File: src/rtl/i2c_seq_pkg.sv
package i2c_seq_pkg;

    localparam int SEQ_ENTRIES = 5;
    localparam int BYTES_PER_TXN = 3;

    typedef enum logic [2:0] {
        ST_IDLE,
        ST_START,
        ST_BITS,
        ST_STOP,
        ST_GAP,
        ST_DONE
    } seq_state_e;

    // register address / value pair for table slot idx
    function automatic logic [15:0] table_entry(input int idx);
        case (idx)
            0:       table_entry = {8'h00, 8'h02};
            1:       table_entry = {8'h03, 8'h00};
            2:       table_entry = {8'h05, 8'h09};
            3:       table_entry = {8'h07, 8'h07};
            4:       table_entry = {8'h09, 8'h00};
            default: table_entry = {8'h00, 8'h00};
        endcase
    endfunction

    // byte to shift out at position pos of a transaction
    function automatic logic [7:0] pick_byte(input logic [1:0] pos,
                                             input logic [7:0] dev,
                                             input logic [15:0] entry);
        case (pos)
            2'd0:    pick_byte = dev;
            2'd1:    pick_byte = entry[15:8];
            2'd2:    pick_byte = entry[7:0];
            default: pick_byte = 8'hFF;
        endcase
    endfunction

endpackage

File: src/rtl/i2c_quarter_tick.sv
module i2c_quarter_tick #(
    parameter int DIV = 4
) (
    input  logic clk,
    input  logic rst_n,
    output logic tick_o
);
    localparam int CW = (DIV > 1) ? $clog2(DIV) : 1;

    logic [CW-1:0] cnt_d, cnt_q;
    logic          tick_d, tick_q;

    always_comb begin
        tick_d = 1'b0;
        if (cnt_q == CW'(DIV - 1)) begin
            cnt_d  = '0;
            tick_d = 1'b1;
        end else begin
            cnt_d = cnt_q + 1'b1;
        end
    end

    always_ff @(posedge clk) begin
        if (!rst_n) begin
            cnt_q  <= '0;
            tick_q <= 1'b0;
        end else begin
            cnt_q  <= cnt_d;
            tick_q <= tick_d;
        end
    end

    assign tick_o = tick_q;

endmodule

File: src/rtl/i2c_byte_shifter.sv
module i2c_byte_shifter #(
    parameter int W = 8
) (
    input  logic         clk,
    input  logic         rst_n,
    input  logic         load_i,
    input  logic         shift_i,
    input  logic [W-1:0] din_i,
    output logic         msb_o
);
    logic [W-1:0] sr_d, sr_q;

    always_comb begin
        sr_d = sr_q;
        if (load_i)
            sr_d = din_i;
        else if (shift_i)
            sr_d = {sr_q[W-2:0], 1'b0};
    end

    always_ff @(posedge clk) begin
        if (!rst_n)
            sr_q <= '1;
        else
            sr_q <= sr_d;
    end

    assign msb_o = sr_q[W-1];

endmodule

File: src/rtl/i2c_init_seq.sv
module i2c_init_seq
    import i2c_seq_pkg::*;
#(
    parameter int          CLK_DIV  = 4,
    parameter int          IDLE_GAP = 8,
    parameter logic [7:0]  DEV_ADDR = 8'h56,
    parameter int          ACK_W    = $clog2(SEQ_ENTRIES * BYTES_PER_TXN + 1)
) (
    input  logic             clk,
    input  logic             rst_n,
    input  logic             start_i,
    input  logic             sda_i,
    output logic             sda_oe_o,
    output logic             scl_o,
    output logic [ACK_W-1:0] ack_cnt_o,
    output logic             busy_o,
    output logic             done_o
);
    localparam int GAP_TICKS = IDLE_GAP * 4;
    localparam int GW = $clog2(GAP_TICKS + 1);
    localparam int RW = $clog2(SEQ_ENTRIES);
    localparam int BIT_SLOTS = 9;

    typedef struct packed {
        seq_state_e       st;
        logic [1:0]       phase;
        logic [3:0]       slot;
        logic [1:0]       bpos;
        logic [RW-1:0]    ridx;
        logic [GW-1:0]    gap;
        logic [ACK_W-1:0] ack;
        logic             scl;
        logic             sda_oe;
        logic             done;
    } seq_regs_t;

    seq_regs_t d, q;
    logic      tick;
    logic      sh_load, sh_shift, sh_msb;
    logic [7:0] sh_din;
    logic [15:0] entry;

    i2c_quarter_tick #(.DIV(CLK_DIV)) u_tick (
        .clk    (clk),
        .rst_n  (rst_n),
        .tick_o (tick)
    );

    i2c_byte_shifter #(.W(8)) u_shift (
        .clk     (clk),
        .rst_n   (rst_n),
        .load_i  (sh_load),
        .shift_i (sh_shift),
        .din_i   (sh_din),
        .msb_o   (sh_msb)
    );

    assign entry = table_entry(int'(q.ridx));

    always_comb begin
        d        = q;
        sh_load  = 1'b0;
        sh_shift = 1'b0;
        sh_din   = pick_byte(2'd0, DEV_ADDR, entry);

        case (q.st)
            ST_IDLE, ST_DONE: begin
                d.sda_oe = 1'b0;
                if (start_i) begin
                    d.st    = ST_START;
                    d.phase = 2'd0;
                    d.ridx  = '0;
                    d.bpos  = 2'd0;
                    d.ack   = '0;
                    d.done  = 1'b0;
                end
            end
            ST_START: if (tick) begin
                d.phase = q.phase + 2'd1;
                if (q.phase == 2'd1)
                    d.sda_oe = 1'b1;          // SDA falls, SCL high
                if (q.phase == 2'd3) begin
                    d.st    = ST_BITS;
                    d.slot  = '0;
                    d.bpos  = 2'd0;
                    sh_load = 1'b1;           // first byte of the write
                end
            end
            ST_BITS: if (tick) begin
                d.phase = q.phase + 2'd1;
                case (q.phase)
                    2'd0: begin               // SCL low: update SDA
                        if (q.slot < 4'(BIT_SLOTS - 1)) begin
                            d.sda_oe = ~sh_msb;
                            sh_shift = 1'b1;
                        end else begin
                            d.sda_oe = 1'b0;  // ninth clock: release
                            d.bpos   = q.bpos + 2'd1;
                            sh_din   = pick_byte(q.bpos + 2'd1, DEV_ADDR, entry);
                            sh_load  = 1'b1;
                        end
                    end
                    2'd2: begin               // middle of SCL high
                        if (q.slot == 4'(BIT_SLOTS - 1) && !sda_i)
                            d.ack = q.ack + 1'b1;
                    end
                    2'd3: begin
                        if (q.slot == 4'(BIT_SLOTS - 1)) begin
                            d.slot = '0;
                            if (q.bpos == 2'(BYTES_PER_TXN))
                                d.st = ST_STOP;
                        end else begin
                            d.slot = q.slot + 4'd1;
                        end
                    end
                    default: ;
                endcase
            end
            ST_STOP: if (tick) begin
                d.phase = q.phase + 2'd1;
                if (q.phase == 2'd0)
                    d.sda_oe = 1'b1;
                if (q.phase == 2'd2)
                    d.sda_oe = 1'b0;          // SDA rises, SCL high
                if (q.phase == 2'd3) begin
                    if (q.ridx == RW'(SEQ_ENTRIES - 1)) begin
                        d.st   = ST_DONE;
                        d.done = 1'b1;
                    end else begin
                        d.st   = ST_GAP;
                        d.gap  = '0;
                        d.ridx = q.ridx + 1'b1;
                    end
                end
            end
            ST_GAP: if (tick) begin
                if (q.gap == GW'(GAP_TICKS - 1)) begin
                    d.st    = ST_START;
                    d.phase = 2'd0;
                    d.bpos  = 2'd0;
                end else begin
                    d.gap = q.gap + 1'b1;
                end
            end
            default: d.st = ST_IDLE;
        endcase

        d.scl = (d.st == ST_BITS || d.st == ST_STOP) ? d.phase[1] : 1'b1;
    end

    always_ff @(posedge clk) begin
        if (!rst_n) begin
            q        <= '0;
            q.st     <= ST_IDLE;
            q.scl    <= 1'b1;
        end else begin
            q <= d;
        end
    end

    assign sda_oe_o  = q.sda_oe;
    assign scl_o     = q.scl;
    assign ack_cnt_o = q.ack;
    assign busy_o    = (q.st != ST_IDLE) && (q.st != ST_DONE);
    assign done_o    = q.done;

    AST_SDA_STABLE_WHILE_HIGH: assert property (@(posedge clk) disable iff (!rst_n)
        (q.st == ST_BITS && $past(q.st) == ST_BITS && q.scl && $past(q.scl))
        |-> $stable(q.sda_oe));

    AST_RELEASE_NINTH: assert property (@(posedge clk) disable iff (!rst_n)
        (q.st == ST_BITS && q.slot == 4'(BIT_SLOTS - 1) && q.scl) |-> !q.sda_oe);

    AST_ACK_SINGLE_STEP: assert property (@(posedge clk) disable iff (!rst_n)
        (q.ack != $past(q.ack)) |-> (q.ack == $past(q.ack) + 1'b1 || q.ack == '0));

    AST_DONE_IDLE_LINES: assert property (@(posedge clk) disable iff (!rst_n)
        done_o |-> (!busy_o && scl_o && !sda_oe_o));

    AST_BUSY_START_IGNORED: assert property (@(posedge clk) disable iff (!rst_n)
        (busy_o && start_i) |=> (ack_cnt_o >= $past(ack_cnt_o)));

endmodule

File: config.mk
export PLATFORM = sky130hd
export DESIGN_NAME = i2c_init_seq
export DESIGN_NICKNAME = d
export VERILOG_FILES = /design/src/rtl/i2c_seq_pkg.sv /design/src/rtl/i2c_quarter_tick.sv /design/src/rtl/i2c_byte_shifter.sv /design/src/rtl/i2c_init_seq.sv
export SDC_FILE = /design/constraint.sdc
export NUM_CORES = 1
export LEC_CHECK = 0
export ABC_CLOCK_PERIOD_IN_PS = 1620
export BUFFER_PORTS_ARGS = -buffer_cell sky130_fd_sc_hd__buf_2
export CAP_MARGIN = 20
export CORE_ASPECT_RATIO = 1.25
export CORE_MARGIN = 5
export CORE_UTILIZATION = 55
export DETAILED_ROUTE_END_ITERATION = 6
export PLACE_DENSITY = 0.78
export SYNTH_ARGS = -nofsm -noshare
export SYNTH_HDL_FRONTEND = slang
export SYNTH_SLANG_ARGS = --single-unit
File: constraint.sdc
create_clock -name clk -period 1.62 [get_ports clk]
set_input_delay 0.081 -clock clk [delete_from_list [all_inputs] [get_ports clk]]
set_output_delay 0.081 -clock clk [all_outputs]
set_load 0.02 [all_outputs]
# [Word level (Yosys, flattened, before mapping)]
# Cells that the tools add are included.
[word_totals] reg_bits=38 out_inout_bits=8
[classes] n_reduce_logical=28 magnitude_cmp=1 bitwise_logic=2 n_eq_ne=39 n_addsub=7 mux=68
[op_table] op="$pmux W12 S5" count=1
[op_table] op="$mux W8" count=6
[op_table] op="$mux W9" count=3
[op_table] op="$ne A2 B2 Y1 const B" count=13
[op_table] op="$mux W5" count=5
[op_table] op="$mux W4" count=6
[op_table] op="$pmux W8 S3" count=1
[op_table] op="$mux W11" count=2
[op_table] op="$mux W1" count=21
[op_table] op="$reduce_and A5 Y1" count=4
[op_table] op="$eq A3 B2 Y1 const B" count=6
[op_table] op="$mux W6" count=3
[op_table] op="$pmux W4 S2" count=2
[op_table] op="$mux W3" count=5
[op_table] op="$pmux W3 S5" count=1
[op_table] op="$reduce_and A7 Y1" count=2
[op_table] op="$pmux W6 S2" count=1
[op_table] op="$eq A2 B2 Y1 const B" count=5
[op_table] op="$mux W2" count=5
[op_table] op="$pmux W2 S5" count=1
[op_table] op="$reduce_bool A2 Y1" count=5
[op_table] op="$eq A3 B3 Y1 const B" count=3
[op_table] op="$reduce_and A9 Y1" count=1
[op_table] op="$add A4 B1 Y4 const B" count=2
[op_table] op="other kinds (26)" count=41

# [Longest topological paths before layout]
[depth] word_depth=9 depth_mapped=7 depth_no_buf=6

# [Cells and area by module]
# A second synthesis with hierarchy kept.
[unflattened] hier_cells=300 hier_area_um2=2548.7
[modules_own_cells] module="i2c_init_seq" cells_per_inst=258 seq_area_each_um2=540.5 instances=1 area_per_inst_um2=2045.7
[modules_own_cells] module="i2c_byte_shifter" cells_per_inst=35 seq_area_each_um2=160.2 instances=1 area_per_inst_um2=401.6
[modules_own_cells] module="i2c_quarter_tick" cells_per_inst=7 seq_area_each_um2=60.1 instances=1 area_per_inst_um2=101.3

# [Worst setup path before layout]
# OpenSTA, ideal clock, no wires.
[synth_path] path_kind="register to register" startpoint="register q[13] (netlist bit)" endpoint="register u_shift.sr_q[0]" arrival_ns=1.556 n_path_buf=0 setup_time_ns=0.122 slack_ns=-0.058 path_stages_with_launch=7 required_ns=1.498 cell_sequence="dfxtp_1 -> inv_1 -> ha_1 -> or3_1 -> a21oi_1 -> nor2b_1 -> a221o_1"
[synth_via] elab_chain_len=8 elab_cells_between_ends=12
[synth_lines] element="start, declared" line_no="i2c_init_seq.sv:37" source="seq_regs_t d, q;"
[synth_lines] element="$eq A3 B3 Y1, or another cell as far along" line_no="i2c_seq_pkg.sv:17" source="case (idx)"
[synth_lines] element="$pmux W12 S5 *" line_no="i2c_seq_pkg.sv:17"
[synth_lines] element="$pmux W8 S3 *" line_no="i2c_seq_pkg.sv:31" source="case (pos)"
[synth_lines] element="$mux W8 *" line_no="i2c_init_seq.sv:93" source="if (q.slot < 4'(BIT_SLOTS - 1)) begin"
[synth_lines] element="$mux W8 *" line_no="i2c_init_seq.sv:91" source="case (q.phase)"
[synth_lines] element="$mux W8 *" line_no="i2c_init_seq.sv:89" source="ST_BITS: if (tick) begin"
[synth_lines] element="$mux W8 *" line_no="i2c_init_seq.sv:66" source="case (q.st)"
[synth_lines] element="$mux W8 *" line_no="i2c_byte_shifter.sv:15" source="if (load_i)"
[synth_lines] element="end signal, assigned" line_no="i2c_byte_shifter.sv:25" source="sr_q <= sr_d;"
[synth_lines] element="end, declared" line_no="i2c_byte_shifter.sv:11" source="logic [W-1:0] sr_d, sr_q;"
# Every way passes the cells marked *; elsewhere a longest branch is shown, timed or not.
# A chain may end at the register's enable or synchronous reset.

# [Final worst setup path]
[layout_path] startpoint="register q[23] (netlist bit)" endpoint="register q[24] (netlist bit)"
[layout_via] elab_chain_len=4 elab_cells_between_ends=8
[layout_lines] element="$eq A2 B2 Y1 *" line_no="i2c_init_seq.sv:82, i2c_init_seq.sv:91, i2c_init_seq.sv:125"
[layout_lines] element="$mux W3 (on tied branches)" line_no="i2c_init_seq.sv:125, i2c_init_seq.sv:82, i2c_init_seq.sv:91"
[layout_lines] element="$mux W5, or another cell as far along" line_no="i2c_init_seq.sv:119" source="ST_STOP: if (tick) begin"
[layout_lines] element="$pmux W3 S5 *" line_no="i2c_init_seq.sv:66"
# Every way passes the cells marked *; elsewhere a longest branch is shown, timed or not. The select of a mux whose other input is x is not followed.

==> results by group <==
STA
  – Final Max Slew Viols: 0
  – Setup violations, final: 6
  – Slew @ Worst Pin: 0.443 ns
  – FMAX: 590 MHz
  – Final Cycle Share: 105%
  – Slew margin rel.: 70.4%
  – Setup WS post-layout: -0.0737 ns
  – RSZ-0062 raised after global routing: true
  – Setup TNS: -0.156 ns
  – Fin crit period: 1.69 ns
  – Hold_ws: 0.0634 ns
  – Final Hold Violating Endpoints: 0
  – Clk_skew: 0.00357 ns

Hold path
  – HP Class: input port to register

GRT
  – GRT Resource Usage Total: 21.8%
  – First-pass GRT wire length: 10.6 mm
  – Overflow left after global routing: 0
  – Vias in the first global route: 2,401
  – Largest net degree at the start of global routing: 16
  – Initial antenna violation count: 0

Floorplanning
  – Core ar.: 4360 um^2
  – Die Area: 5910 um^2
  – Starting Density: 56.4%
  – Die Ht: 84.7 um
  – # IOs: 12
  – Row count: 27
  – Die width: 69.8 um

Routing
  – DR DRC count: 0
  – Vias: 2,474
  – DR WL/cell: 16.7 um
  – Iteration-0 DRC Markers: 110
  – WL final: 6.95 mm
  – Drt first pass iters: 4
  – Antenna-violating nets left: 0
  – Vias/cell: 5.96

Logic synthesis
  – Dominant synthesized flop cell: dfxtp_1
  – Distinct cells, synth: 64
  – Post-synth ARST share: 0%
  – Post-synthesis sequential area ratio: 31.0%
  – Number of flops mapped to enable cells by yosys: 0
  – Average size of a mapped cell: 8.47 um^2
  – Mapped Area: 2460 um^2
  – Yosys warnings: 0
  – Post-Synthesis Cells: 290
  – Mapped Nets: 312
  – Flops & latches, synth: 38

Power
  – Total internal power: 0.00164 W
  – Clock power frac: 46.3%
  – Flop pwr share: 44.8%
  – PwrDens: 625 nW/um^2
  – Net Sw Frac: 22.6%
  – Logic pwr share: 9.0%
  – Static leakage: 1.37 nW
  – Max rail drop VDD: 0.625 mV
  – Net Switching: 0.000478 W

Clocking
  – Clk root buf: clkbuf_8
  – H-tree depth: 2
  – CTS tree: yes
  – TritonCTS Sinks: 38
  – Hold_buf cts: 0
  – Clock latency on the worst-skew pair: 0.30 ns
  – CTS Buffer Depth: 2
  – Reg clk slew, reported paths: 0.08 ns
  – CTS Buf Count: 5

Worst setup path
  – R2R Setup Slk: -0.07 ns
  – WS Path Type: register to register
  – Worst EP arrival: 1.89 ns
  – Crit path launch type: register
  – CP required: 1.82 ns
  – Worst-path maximum fanout: 4
  – Crit path capture type: register

Layout
  – Util after Layout: 77.6%
  – Area added between synthesis and finish: 37.7%
  – Share of layout cells above drive strength 1: 39.5%
  – Most frequent cells in the layout: 63 x buf_4, 26 x dfxtp_1, 18 x nand2_1, 16 x inv_1, 16 x nor2_1
  – Most common cell after layout, fill and taps aside: buf_4
  – Final instance area: 3380 um^2
  – ANT cells: 0
  – # fillers: 266
  – Final nets: 378

Placement
  – IO buf count: 11
  – RD Place Congestion: 0.892
  – Placed Area: 2880 um^2
  – Post-DP HPWL: 4.37 mm

Status
  – Failing checks: negative setup slack
  – Status: finished with violations

Flow run
  – Max Cap Violations: 0
==> repair_timing <==
item                       in CTS  in global routing
pin swaps                       6                  9
gates resized for setup        22                 43
setup endpoints to repair      21                 30
setup buffers                   4                 10
==> cell families (layout without fill, tap and decap cells) <==
kind of cell	count (synthesis)	count (layout)	synth area share [%]
buffers and inverters	37	104	7.33
adders and majority gates	18	18	9.17
muxes	5	5	2.04
xor gates and xnor gates	7	7	2.49
and+or+nand+nor	109	109	26.0
AOI/OAI and AO/OA	76	76	22.0
DFF	38	38	31.0
==> layout make-up <==
cell class	instances	area [um^2]	area share, %
Tap cell	58	72.6	2.14
Timing Repair Buffer	77	562	16.6
Sequential cell	38	791	23.4
Clock inverter	3	68.8	2.03
Multi-Input combinational cell	215	1750	51.7
Inverter	19	71.3	2.11
Clock buffer	5	68.8	2.03
==> power by group through the flow <==
stage                     sequential (W)  combinational, W  clock, W
after floorplan                 0.000981         0.0000980         0
after global placement          0.000977          0.000157         0
after detailed placement        0.000978          0.000161         0
after CTS                       0.000954          0.000169  0.000978
after global routing            0.000948          0.000204   0.00102
final                           0.000946          0.000189  0.000978
==> per-stage QoR <==
step / cells / power, W / worst slack, ns
3_5_place_dp: 393 / 0.00114 / -0.0797
5_1_grt: 415 / 0.00218 / -0.119
3_3_place_gp: 393 / 0.00113 / -0.0379
2_1_floorplan: 290 / 0.00108 / -0.00897
6_report: 415 / 0.00211 / -0.0737
4_1_cts: 405 / 0.00210 / -0.0298
==> synth_stat cells (all sizes together), types with 2 or more instances <==
cell type / count / area [um^2]
nor3b: 5 / 42.5
and4b: 2 / 20.0
nand3: 15 / 80.1
o31a: 2 / 17.5
o211ai: 3 / 22.5
nor2: 16 / 60.1
dfxtp: 38 / 761
a21o: 4 / 30.0
or3: 2 / 12.5
and3b: 3 / 26.3
a221o: 2 / 20.0
or4: 3 / 22.5
buf: 14 / 93.8
nand2: 19 / 71.3
and3: 5 / 31.3
a211oi: 2 / 15.0
mux2i: 5 / 50.1
nand4b: 2 / 17.5
nor4: 3 / 18.8
o21a: 4 / 30.0
or2: 2 / 12.5
inv: 19 / 71.3
nand3b: 4 / 30.0
a22oi: 4 / 30.0
ha: 18 / 225
and2: 2 / 12.5
nor2b: 6 / 37.5
o21ai: 16 / 83.8
a31o: 2 / 17.5
nor3: 5 / 25.0
nand2b: 7 / 43.8
a22o: 3 / 26.3
clkbuf: 4 / 15.0
a2111oi: 2 / 36.3
o31ai: 3 / 22.5
a21oi: 15 / 75.1
nand4: 3 / 25.0
a31oi: 3 / 18.8
xnor2: 6 / 52.6
o311a: 2 / 20.0
==> sequential cells by signal, indices dropped and copies added (netlist names) <==
register and count:
u_tick.cnt_q 2, done_o 1, q 20, sda_oe_o 1, scl_o 1, ack_cnt_o 4
u_shift.sr_q 8, u_tick.tick_o 1
==> path summary, 6_finish.rpt <==
kind                            cells past startpoint       startpoint         endpoint
worst max-delay path                                5            q[23]            q[24]
worst min-delay path                                2            rst_n  u_shift.sr_q[3]
worst max register to register                      5            q[23]            q[24]
worst min register to register                      1  u_tick.cnt_q[0]  u_tick.cnt_q[0]
==> critical path, cell delays in order, from the launching register on <==
cell and delay, ns:
dfxtp_4 0.38, ha_4 0.16, nand3b_1 0.09, or4_1 0.56, and3_4 0.21, a2111oi_4 0.19
==> per-layer routing <==
layer	global-route usage (%)	wire length (um)	up-vias
met2	39.8	3540	67
met4	12.5	318	0
met5	0	0	-
met1	23.7	2800	1186
met3	2.87	293	27
li1	-	-	1194
Note: power is estimated with default switching activity, not from simulation.
